`src/rtl/adc_seq_ctrl.sv`:
```
module adc_seq_ctrl #(
  parameter int CH_W = 4
) (
  input  logic            clk,
  input  logic            rst_n,
  input  logic            cascade,
  input  logic            simul_mode,
  input  logic [3:0]      max_a,
  input  logic [3:0]      max_b,
  input  logic            start_a,
  input  logic            start_b,
  input  logic            conv_done,
  input  logic            tbl_we,
  input  logic [3:0]      tbl_addr,
  input  logic [CH_W-1:0] tbl_data,
  output logic [CH_W-1:0] chsel,
  output logic            busy_a,
  output logic            busy_b,
  output logic            eos_a,
  output logic            eos_b,
  output logic [15:0]     status
);
  localparam int SLOTS   = 16;
  localparam int PA_W    = $clog2(SLOTS);
  localparam int PB_W    = PA_W - 1;
  localparam int B_LIMIT = (1 << PB_W) - 1;

  logic [3:0]      cnt;
  logic [PA_W-1:0] ptr_a;
  logic [PB_W-1:0] ptr_b;
  logic            half;
  logic [CH_W-1:0] tbl [SLOTS];

  wire       idle   = !busy_a && !busy_b;
  wire       go_a   = idle && start_a;
  wire       go_b   = idle && !start_a && start_b && !cascade;
  wire       take   = conv_done && !idle;
  wire       step   = take && (!simul_mode || half);
  wire [3:0] max_bc = (max_b > 4'(B_LIMIT)) ? 4'(B_LIMIT) : max_b;

  always_ff @(posedge clk or negedge rst_n) begin
    if (!rst_n) begin
      cnt    <= '0;
      ptr_a  <= '0;
      ptr_b  <= '0;
      half   <= 1'b0;
      busy_a <= 1'b0;
      busy_b <= 1'b0;
      eos_a  <= 1'b0;
      eos_b  <= 1'b0;
    end else begin
      eos_a <= 1'b0;
      eos_b <= 1'b0;
      if (go_a) begin
        busy_a <= 1'b1;
        cnt    <= max_a;
        ptr_a  <= '0;
        half   <= 1'b0;
      end else if (go_b) begin
        busy_b <= 1'b1;
        cnt    <= max_bc;
        ptr_b  <= '0;
        half   <= 1'b0;
      end else if (take) begin
        half <= simul_mode ? ~half : 1'b0;
        if (step) begin
          if (cnt == '0) begin
            busy_a <= 1'b0;
            busy_b <= 1'b0;
            eos_a  <= busy_a;
            eos_b  <= busy_b;
            ptr_a  <= '0;
            ptr_b  <= '0;
          end else begin
            cnt <= cnt - 4'd1;
            if (busy_a) ptr_a <= ptr_a + 1'b1;
            else        ptr_b <= ptr_b + 1'b1;
          end
        end
      end
    end
  end

  always_ff @(posedge clk or negedge rst_n) begin
    if (!rst_n) begin
      for (int i = 0; i < SLOTS; i++) tbl[i] <= '0;
    end else if (tbl_we) begin
      tbl[tbl_addr] <= tbl_data;
    end
  end

  assign chsel  = busy_b ? tbl[{1'b1, ptr_b}] : tbl[ptr_a];
  assign status = {4'b0000, cnt, 1'b0, ptr_b, ptr_a};
endmodule

```
`config.mk`:
```
export PLATFORM = sky130hd
export DESIGN_NAME = adc_seq_ctrl
export DESIGN_NICKNAME = d
export VERILOG_FILES = /design/src/rtl/adc_seq_ctrl.sv
export SDC_FILE = /design/constraint.sdc
export NUM_CORES = 1
export LEC_CHECK = 0
export ABC_CLOCK_PERIOD_IN_PS = 2200
export BUFFER_PORTS_ARGS = -buffer_cell sky130_fd_sc_hd__buf_2
export CAP_MARGIN = 5
export CORE_MARGIN = 3
export CORE_UTILIZATION = 54
export DETAILED_ROUTE_END_ITERATION = 12
export PLACE_DENSITY_LB_ADDON = 0.3
export SLEW_MARGIN = 40
export SYNTH_ARGS = -nofsm -noshare
export SYNTH_HDL_FRONTEND = slang
export SYNTH_SLANG_ARGS = --single-unit
```
`constraint.sdc`:
```
create_clock -name clk -period 2.2 [get_ports clk]
set_clock_uncertainty 0.05 [all_clocks]
set_input_delay 0.44 -clock clk [delete_from_list [all_inputs] [get_ports clk]]
set_output_delay 0.44 -clock clk [all_outputs]
set_load 0.01 [all_outputs]
```
==> flow_metrics.py, run 1 <==
metrics = {
    "status": {
        "violations": "setup timing",
        "status": "complete, but fails checks",
    },
    "synthesis": {
        "synth_cell_type_count": 45,
        "yosys_warnings": 0,
        "synth_area_per_cell_um2": 12.1,
        "yosys-top-cells-area": "dfrtp_1 (46%), mux2_2 (19%), mux2i_1 (6.4%)",
        "synth_most_common_cell": "dfrtp_1",
        "post_synth_inst_count": 359,
        "synth.largest_area_cell": "dfrtp_1",
        "synth.cell_area_um2": 4350,
        "synth-edff-count": 0,
        "yosys.area.top_type_share_pct": 46.0,
        "synth_ff_type": "dfrtp_1",
        "async_flop_share_pct": 100,
        "ys_seq_elements": 80,
        "synth_commonest_cells": "dfrtp_1 (80), mux2_2 (74), mux2i_1 (28), nand2_1 (22), nor2_1 (19)",
        "yosysSeqAreaShare_pct": 46.0,
    },
    "timing": {
        "fin_crit_sh_pct": 115,
        "setup_viol_count_final": 4,
        "tns_ps": -1220,
        "hold_viol_final": 0,
        "fmax_mhz": 397,
        "hold_slack_ps": 384,
        "finalWorstSetupSlack_ps": -320,
        "max_slew_margin_pct": 58.0,
        "rsz0062_at_grt": "true",
        "period_needed_ps": 2520,
        "maxSlewViolCount": 0,
        "tightest_slew_ps": 629,
    },
    "cts": {
        "clk_path_buf_depth": 2,
        "path_clk_slew_ps": 80,
        "clk_latency_ps": 350,
        "clkSinkCount": 80,
        "cts_tree": "yes",
        "cts_buffers": 9,
        "cts_htree_levels": 3,
        "cts_root_buf": "clkbuf_8",
    },
    "finish": {
        "drive_gt1_share_pct": 40.1,
        "area_delta_synth_final_pct": 14.8,
        "nNetsFinal": 436,
        "insertedDiodeCount": 0,
        "utilization_pct": 64.3,
    },
    "global_route": {
        "first_global_vias": 3158,
        "grt_pass1_wl_um": 16200,
        "grtUsageTotal_pct": 23.3,
        "overflow": 0,
        "grt_max_degree": 33,
        "antenna_found_initial": 0,
    },
    "floorplanning": {
        "ioPinCount": 48,
        "dieWidth_um": 95.8,
        "coreArea_um2": 7770,
        "initial_core_util_pct": 56.0,
        "dieArea_um2": 9170,
        "num_rows": 32,
        "fp.dieH_um": 95.8,
    },
    "critical_path": {
        "cp.arrival_ps": 2030,
        "critPathLaunch": "ptr_b[0]",
        "worst-setup-path-type": "flip-flop to primary output",
        "regToRegStartpoint": "busy_b",
        "crit_path_max_fanout": 3,
        "required_ps": 1710,
        "worstSetupEndpointType": "primary output",
        "reg2reg_depth": 4,
        "cp-start-kind": "flip-flop",
    },
    "drt": {
        "vias": 3111,
        "wl_per_cell_um": 19.5,
        "via_per_inst": 6.03,
        "wl_um": 10000,
        "drt_first_pass_iters": 4,
        "drc_errors": 0,
        "drtIter0Drc": 242,
        "ant_nets": 0,
    },
    "power": {
        "powerDensity_nw_per_um2": 1240,
        "ir_drop_v": 0.000669,
        "finalPower_w": 0.00622,
        "p_leak_nw": 2.18,
    },
    "run": {
        "max-cap-violations": 0,
    },
    "min_path": {
        "min_from": "max_a[3]",
        "hold_class": "input pin to flip-flop",
        "hold_path_depth": 3,
    },
    "placement": {
        "port_buffers": 42,
        "hpwl_um": 7030,
        "gp_congestion": 0.985,
    },
}
==> layout by cell type, fill, tap and decap left out, types with 3 or more instances in the layout <==
cell / count
dfrtp_1: 78
nor2_1: 19
nand2b_1: 6
mux2_4: 3
ha_1: 3
conb_1: 5
mux4_2: 8
buf_4: 9
nand3b_1: 3
nand2_1: 20
inv_1: 6
nand3_1: 14
bufinv_16: 4
a21oi_1: 8
mux2i_1: 28
o211ai_1: 5
mux2_2: 71
nand4_1: 5
o21ai_0: 6
buf_2: 41
nor3_2: 3
clkbuf_8: 9
nor2b_1: 9
a22oi_1: 8
buf_6: 4
==> final timing paths <==
check	to	slack, ps
max	chsel[0]	-320
min	cnt[3]	380
max reg2reg	cnt[3]	260
min reg2reg	tbl[37]	450
max in group asynchronous	tbl[54]	980
min in group asynchronous	tbl[15]	520
==> where the power goes <==
part           internal (W)  switching (W)
Sequential          0.00186       0.000426
Clock              0.000872       0.000540
Combinational       0.00131        0.00121
Total               0.00404        0.00217
==> per-layer routing <==
layer | wire length (um) | track usage (%) | vias up | part of all wire [%]
li1 | - | - | 1416 | -
met1 | 4280 | 31.5 | 1578 | 43
met2 | 4940 | 37.0 | 97 | 49
met3 | 592 | 4.53 | 20 | 5.9
met4 | 227 | 9.24 | 0 | 2.3
met5 | 0 | 0 | - | 0
==> critical path: stages, from the launching register on <==
cell	delay (ps)
dfrtp_2	410
buf_6	130
mux4_2	500
mux2_2	280
nand2_2	70
o311ai_2	110
buf_2	180
==> area by class of cell <==
class / count / area [um2]
repair buffers: 57 / 368
well taps: 102 / 128
fillers: 625 / 2770
clock buffers: 11 / 131
flip-flops and latches: 80 / 2000
clock inverters: 5 / 129
multi-input cells: 255 / 2210
inverters: 6 / 22.5
==> kinds of logic after synthesis <==
group / share of synthesized area, %
muxes: 30.4
and+or+nand+nor: 11.7
DFF: 46.0
AOI/OAI and AO/OA: 7.22
buffers and inverters: 3.51
adders and majority gates: 0.863
other: 0.0862
xor gates and xnor gates: 0.201
==> flip-flops by register name, indices dropped and copies added, names as in the netlist <==
signal  count
eos_a       1
busy_b      1
cnt         4
tbl        64
busy_a      1
ptr_a       4
ptr_b       3
eos_b       1
half        1
==> repair_timing <==
action / CTS / global route
hold buffers: 1 / 0
gates resized for setup: 19 / 3
buffers inserted: 3 / 0
setup endpoints to repair: 4 / 4
endpoints found under the hold margin: 29 / 0
==> stage by stage <==
step                area, um2  setup WS (ps)  cells
floorplan                4370            164    363
global placement         4680           4.35    496
detailed placement       4680          -92.0    496
CTS                      4980           -292    516
global route             5000           -366    516
finish                   5000           -320    516
Note: power is estimated with default switching activity, not from simulation.
==> inputs of run 2 (changes only) <==
==> constraint.sdc (replaced) <==
create_clock -name clk -period 2.2 [get_ports clk]
set_clock_uncertainty 0.05 [all_clocks]
set_input_delay 0.22 -clock clk [delete_from_list [all_inputs] [get_ports clk]]
set_output_delay 0.22 -clock clk [all_outputs]
set_load 0.01 [all_outputs]
==> run 2 against run 1 <==
  * Worst hold slack got worse by 220 ps
  * The flow still finishes with violations (setup timing)
  * Final cell count is 0.97% higher
  * Sequential share of layout area up 0.19 points
  * Maximum frequency grew 11%
  * First-iteration DRC count is 4.1% higher
  * Utilization decreased by 0.31 points
  * Total power down 5.3%
  * Worst setup slack better by 260 ps
  * Combinational power barely moved
  * Critical path depth unchanged
==> flow_metrics.py, run 2 (synthesis gave the netlist of run 1 again) <==
metrics = {
    "critical_path": {
        "required_ps": 1930,
        "cp-start-kind": "flip-flop",
        "regToRegStartpoint": "busy_a",
        "worstSetupEndpointType": "primary output",
        "critPathLaunch": "ptr_a[1]",
        "reg2reg_depth": 4,
        "cp.arrival_ps": 1990,
        "rrSetupSlack_ps": 400,
        "r2r_end": "cnt[2]",
        "crit_path_max_fanout": 16,
        "cp-endpoint": "chsel[0]",
        "worst-setup-path-type": "flip-flop to primary output",
    },
    "cts": {
        "clk_latency_ps": 360,
        "cts_tree": "yes",
        "clkSinkCount": 80,
        "cts_htree_levels": 3,
        "path_clk_slew_ps": 80,
        "clk_path_buf_depth": 2,
        "cts_buffers": 9,
        "cts_root_buf": "clkbuf_8",
    },
    "finish": {
        "final-seq-area_um2": 2000,
        "insertedDiodeCount": 0,
        "final_common_cell": "dfrtp_1",
        "fillCellCount": 628,
        "top_regs": "tbl x64, cnt x4, ptr_a x4",
        "largest_register_ffs": 64,
        "fin_area_um2": 4970,
        "utilization_pct": 64.0,
        "nNetsFinal": 441,
        "top_register": "tbl",
        "drive_gt1_share_pct": 40.3,
        "area_delta_synth_final_pct": 14.3,
        "multi_input_area_um2": 2200,
        "final_cell_mix": "dfrtp_1 (78), mux2_2 (72), buf_2 (41)",
    },
    "drt": {
        "wl_um": 9590,
        "drc_errors": 0,
        "drt_first_pass_iters": 4,
        "drtIter0Drc": 252,
        "via_per_inst": 5.90,
        "ant_nets": 0,
        "vias": 3072,
        "wl_per_cell_um": 18.4,
    },
    "min_path": {
        "hold_class": "input pin to flip-flop",
        "hold_path_depth": 3,
    },
    "timing": {
        "fin_crit_sh_pct": 103,
        "hold_viol_final": 0,
        "fmax_mhz": 442,
        "setup_viol_count_final": 4,
        "rsz0062_at_grt": "true",
        "period_needed_ps": 2260,
        "maxSlewViolCount": 0,
        "finalWorstSetupSlack_ps": -63.0,
    },
    "power": {
        "finalPower_w": 0.00589,
        "ir_drop_v": 0.000541,
        "p_leak_nw": 2.18,
        "powerDensity_nw_per_um2": 1180,
    },
    "floorplanning": {
        "initial_core_util_pct": 56.0,
        "dieWidth_um": 95.8,
        "dieArea_um2": 9170,
        "num_rows": 32,
        "coreArea_um2": 7770,
        "ioPinCount": 48,
        "fp.dieH_um": 95.8,
    },
    "placement": {
        "hpwl_um": 6820,
        "gp_congestion": 0.955,
        "place_area_um2": 4680,
        "port_buffers": 42,
    },
    "status": {
        "status": "complete, but fails checks",
        "violations": "setup timing",
    },
    "global_route": {
        "overflow": 0,
        "first_global_vias": 2960,
        "grt_max_degree": 81,
        "grtUsageTotal_pct": 22.4,
        "antenna_found_initial": 0,
        "grt_pass1_wl_um": 15400,
    },
    "run": {
        "max-cap-violations": 0,
    },
}
run 2: cell types whose count changed in the layout (fill, tap and decap cells not counted):
| cell | previous run | this run |
|---|---|---|
| o311ai_1 | 2 | 3 |
| mux2_4 | 3 | 2 |
| o311ai_2 | 2 | 1 |
| clkbuf_8 | 9 | 11 |
| buf_12 | 2 | 4 |
| nand2_1 | 20 | 21 |
| buf_6 | 4 | 1 |
| clkinv_4 | 1 | 0 |
| clkinv_2 | 0 | 2 |
| buf_4 | 9 | 15 |
| nand2_2 | 2 | 1 |
| bufinv_16 | 4 | 1 |
| mux2_2 | 71 | 72 |
run 2: where the power goes:
part           leakage (nW)  total, W  internal (W)  switching (W)
sequential            0.985   0.00225       0.00186       0.000394
combinational          1.09   0.00254       0.00135        0.00119
clock                 0.103   0.00109      0.000584       0.000510
total                  2.18   0.00589       0.00380        0.00209
run 2: how the worst min path moves through the flow:
stage             start  endpoint  slack, ps
2_1_floorplan     rst_n    busy_a       -130
3_3_place_gp      rst_n   tbl[15]        230
3_5_place_dp      rst_n   tbl[15]        230
4_1_cts        max_a[3]    cnt[3]        160
5_1_grt        max_a[3]    cnt[3]        160
6_report       max_a[3]    cnt[3]        170
run 2: through the flow:
step	cells	TNS [ps]	hold slack, ps	setup slack [ps]
floorplan	363	0	-126	384
global placement	495	0	230	236
detailed placement	495	0	229	165
CTS	514	-42.6	157	-35.1
global route	521	-584	159	-185
finish	521	-189	169	-63.0
run 2: area by class of cell:
| cell class | instances | area share [%] |
|---|---|---|
| Clock inverter | 3 | 0.805 |
| Timing Repair Buffer | 62 | 8.43 |
| Tap cell | 102 | 2.57 |
| Multi-Input combinational cell | 255 | 44.2 |
| Inverter | 6 | 0.453 |
| Sequential cell | 80 | 40.3 |
| Clock buffer | 13 | 3.20 |
run 2: worst max-delay path, stage by stage (launching register included):
cell and delay, ps:
dfrtp_1 410, buf_12 180, buf_12 110, mux2_2 340
o211ai_1 300, o311ai_1 150, buf_2 150
run 2: repair_timing:
action	4_1_cts	5_1_grt
setup endpoints to repair	4	4
hold buffers	1	0
hold endpoints to repair	80	0
setup buffers	2	7
pin swaps	0	5
resized for setup	12	4
run 2: per-layer routing:
metal | track usage, % | share of wire, % | vias up
met5 | 0 | 0 | -
met4 | 6.87 | 2.1 | 0
met3 | 4.77 | 5.1 | 15
met2 | 34.3 | 47 | 74
met1 | 32.2 | 46 | 1552
li1 | - | - | 1431
==> inputs of run 3 (changes only) <==
--- a/config.mk
+++ b/config.mk
@@ -5,11 +5,12 @@
 export SDC_FILE = /design/constraint.sdc
 export NUM_CORES = 1
 export LEC_CHECK = 0
-export ABC_CLOCK_PERIOD_IN_PS = 2200
+export ABC_CLOCK_PERIOD_IN_PS = 2700
 export BUFFER_PORTS_ARGS = -buffer_cell sky130_fd_sc_hd__buf_2
 export CAP_MARGIN = 5
 export CORE_MARGIN = 3
 export CORE_UTILIZATION = 54
+export CTS_CLUSTER_SIZE = 20
 export DETAILED_ROUTE_END_ITERATION = 12
 export PLACE_DENSITY_LB_ADDON = 0.3
 export SLEW_MARGIN = 40
==> constraint.sdc (replaced) <==
create_clock -name clk -period 2.7 [get_ports clk]
set_clock_uncertainty 0.05 [all_clocks]
set_input_delay 0.27 -clock clk [delete_from_list [all_inputs] [get_ports clk]]
set_output_delay 0.27 -clock clk [all_outputs]
set_load 0.01 [all_outputs]
==> run 3 against run 2 <==
  * The run now ends clean
  * Worst hold slack better by 31 ps
  * Worst setup slack improved by 230 ps
  * Count of clock-buffer cells in the layout fell by 4
  * Flip-flop and latch count did not move
  * Clock power decreased by 17%
  * Die area unchanged
  * Routed wire length decreased by 3.3%
  * First-iteration DRC count shrank 7.1%
  * Register-to-register slack improved by 430 ps
  * Combinational power down 30%
  * Utilization is 1.8 points lower
  * Cell area is 2.9% lower
  * Critical endpoint is now chsel[3]
  * Largest power group is now registers
  * Highest routed layer unchanged
==> flow_metrics.py, run 3 (synthesis gave the netlist of run 1 again) <==
metrics = {
    "status": {
        "status": "finished clean",
    },
    "finish": {
        "final_cell_mix": "dfrtp_1 (80), mux2_2 (74), buf_2 (41)",
        "largest_register_ffs": 64,
        "area_delta_synth_final_pct": 11.0,
        "nNetsFinal": 427,
        "drive_gt1_share_pct": 35.8,
        "insertedDiodeCount": 0,
        "top_register": "tbl",
        "top_regs": "tbl x64, cnt x4, ptr_a x4",
        "fin_area_um2": 4830,
        "final_cells": 507,
        "final_common_cell": "dfrtp_1",
    },
    "floorplanning": {
        "dieArea_um2": 9170,
        "fp.dieH_um": 95.8,
        "coreArea_um2": 7770,
        "dieWidth_um": 95.8,
        "initial_core_util_pct": 56.0,
        "num_rows": 32,
        "ioPinCount": 48,
    },
    "cts": {
        "cts_tree": "yes",
        "path_clk_slew_ps": 90,
        "hold_buffers": 1,
        "clkSinkCount": 80,
        "cts_resized": 0,
        "cts_root_buf": "clkbuf_8",
        "clk_path_buf_depth": 2,
        "cts_htree_levels": 3,
        "cts_buffers": 9,
        "clk_latency_ps": 360,
        "postCtsSetupBuffers": 0,
    },
    "global_route": {
        "grtUsageTotal_pct": 22.1,
        "first_global_vias": 2940,
        "overflow": 0,
        "antenna_found_initial": 0,
        "grt_max_degree": 81,
        "grt_pass1_wl_um": 15100,
    },
    "critical_path": {
        "cp.arrival_ps": 2210,
        "worst-setup-path-type": "flip-flop to primary output",
        "worstSetupEndpointType": "primary output",
        "crit_path_max_fanout": 11,
        "cp-start-kind": "flip-flop",
        "required_ps": 2380,
    },
    "placement": {
        "gp_congestion": 0.968,
        "hpwl_um": 6650,
        "place_area_um2": 4620,
        "port_buffers": 42,
        "placedCellCount": 490,
    },
    "timing": {
        "setup_viol_count_final": 0,
        "hold_viol_final": 0,
        "period_needed_ps": 2530,
        "fin_crit_sh_pct": 93.9,
        "tns_ps": 0,
        "max_slew_margin_pct": 52.6,
        "tightest_slew_ps": 711,
        "hold_slack_ps": 200,
        "maxSlewViolCount": 0,
        "rsz0062_at_grt": "false",
        "fmax_mhz": 395,
    },
    "power": {
        "ir_drop_v": 0.000565,
        "p_leak_nw": 2.11,
        "finalPower_w": 0.00456,
        "powerDensity_nw_per_um2": 944,
    },
    "drt": {
        "via_per_inst": 5.93,
        "drc_errors": 0,
        "vias": 3005,
        "wl_per_cell_um": 18.3,
        "drt_first_pass_iters": 4,
        "ant_nets": 0,
        "drtIter0Drc": 234,
        "wl_um": 9270,
    },
    "run": {
        "max-cap-violations": 0,
    },
    "min_path": {
        "hold_class": "input pin to flip-flop",
    },
}
[run 3: changes by cell type in the layout (fill, tap and decap cells not counted), moves of 3 or more]
cell	delta
buf_12	-4
inv_6	+3
buf_4	-10
mux4_2	-8
mux4_1	+8
[run 3: metal layers]
metal	track usage (%)	vias to the layer above	wire length (um)
met2	32.9	89	4210
met1	31.0	1480	4280
met3	4.93	20	524
met4	9.60	0	259
met5	0	-	0
li1	-	1416	-
[run 3: path summary, 6_finish.rpt]
path,slack [ps],from,depth (start not counted),end
worst max register to register,830,busy_b,4,ptr_b[2]
worst min-delay path,200,max_a[3],3,cnt[3]
min in group asynchronous,450,rst_n,2,tbl[13]
worst max-delay path,170,ptr_b[0],5,chsel[3]
max in group asynchronous,1650,rst_n,2,ptr_a[0]
worst min register to register,460,tbl[61],1,tbl[61]
[run 3: power by group]
part	switching (W)	internal (W)
clock	0.000468	0.000437
sequential	0.000354	0.00151
combinational	0.000864	0.000925
total	0.00169	0.00287
[run 3: worst max-delay path: stages, from the launching register on]
cell and delay, ps:
dfrtp_1 610, mux4_1 600, mux2_2 280, nand2_1 70
o311ai_1 110, buf_2 180
[run 3: area by class of cell]
class,instances,area (um2)
Tap cell,102,128
Sequential cell,80,2000
Fill cell,636,2940
Clock inverter,7,77.6
Timing Repair Buffer,48,264
Multi-Input combinational cell,255,2210
Clock buffer,9,124
Inverter,6,22.5
[run 3: metrics by stage]
stage	util, %	setup slack [ps]
3_5_place_dp	59.5	547
6_report	62.2	165
3_3_place_gp	59.4	632
4_1_cts	62.2	147
5_1_grt	62.2	42.0
2_1_floorplan	-	834
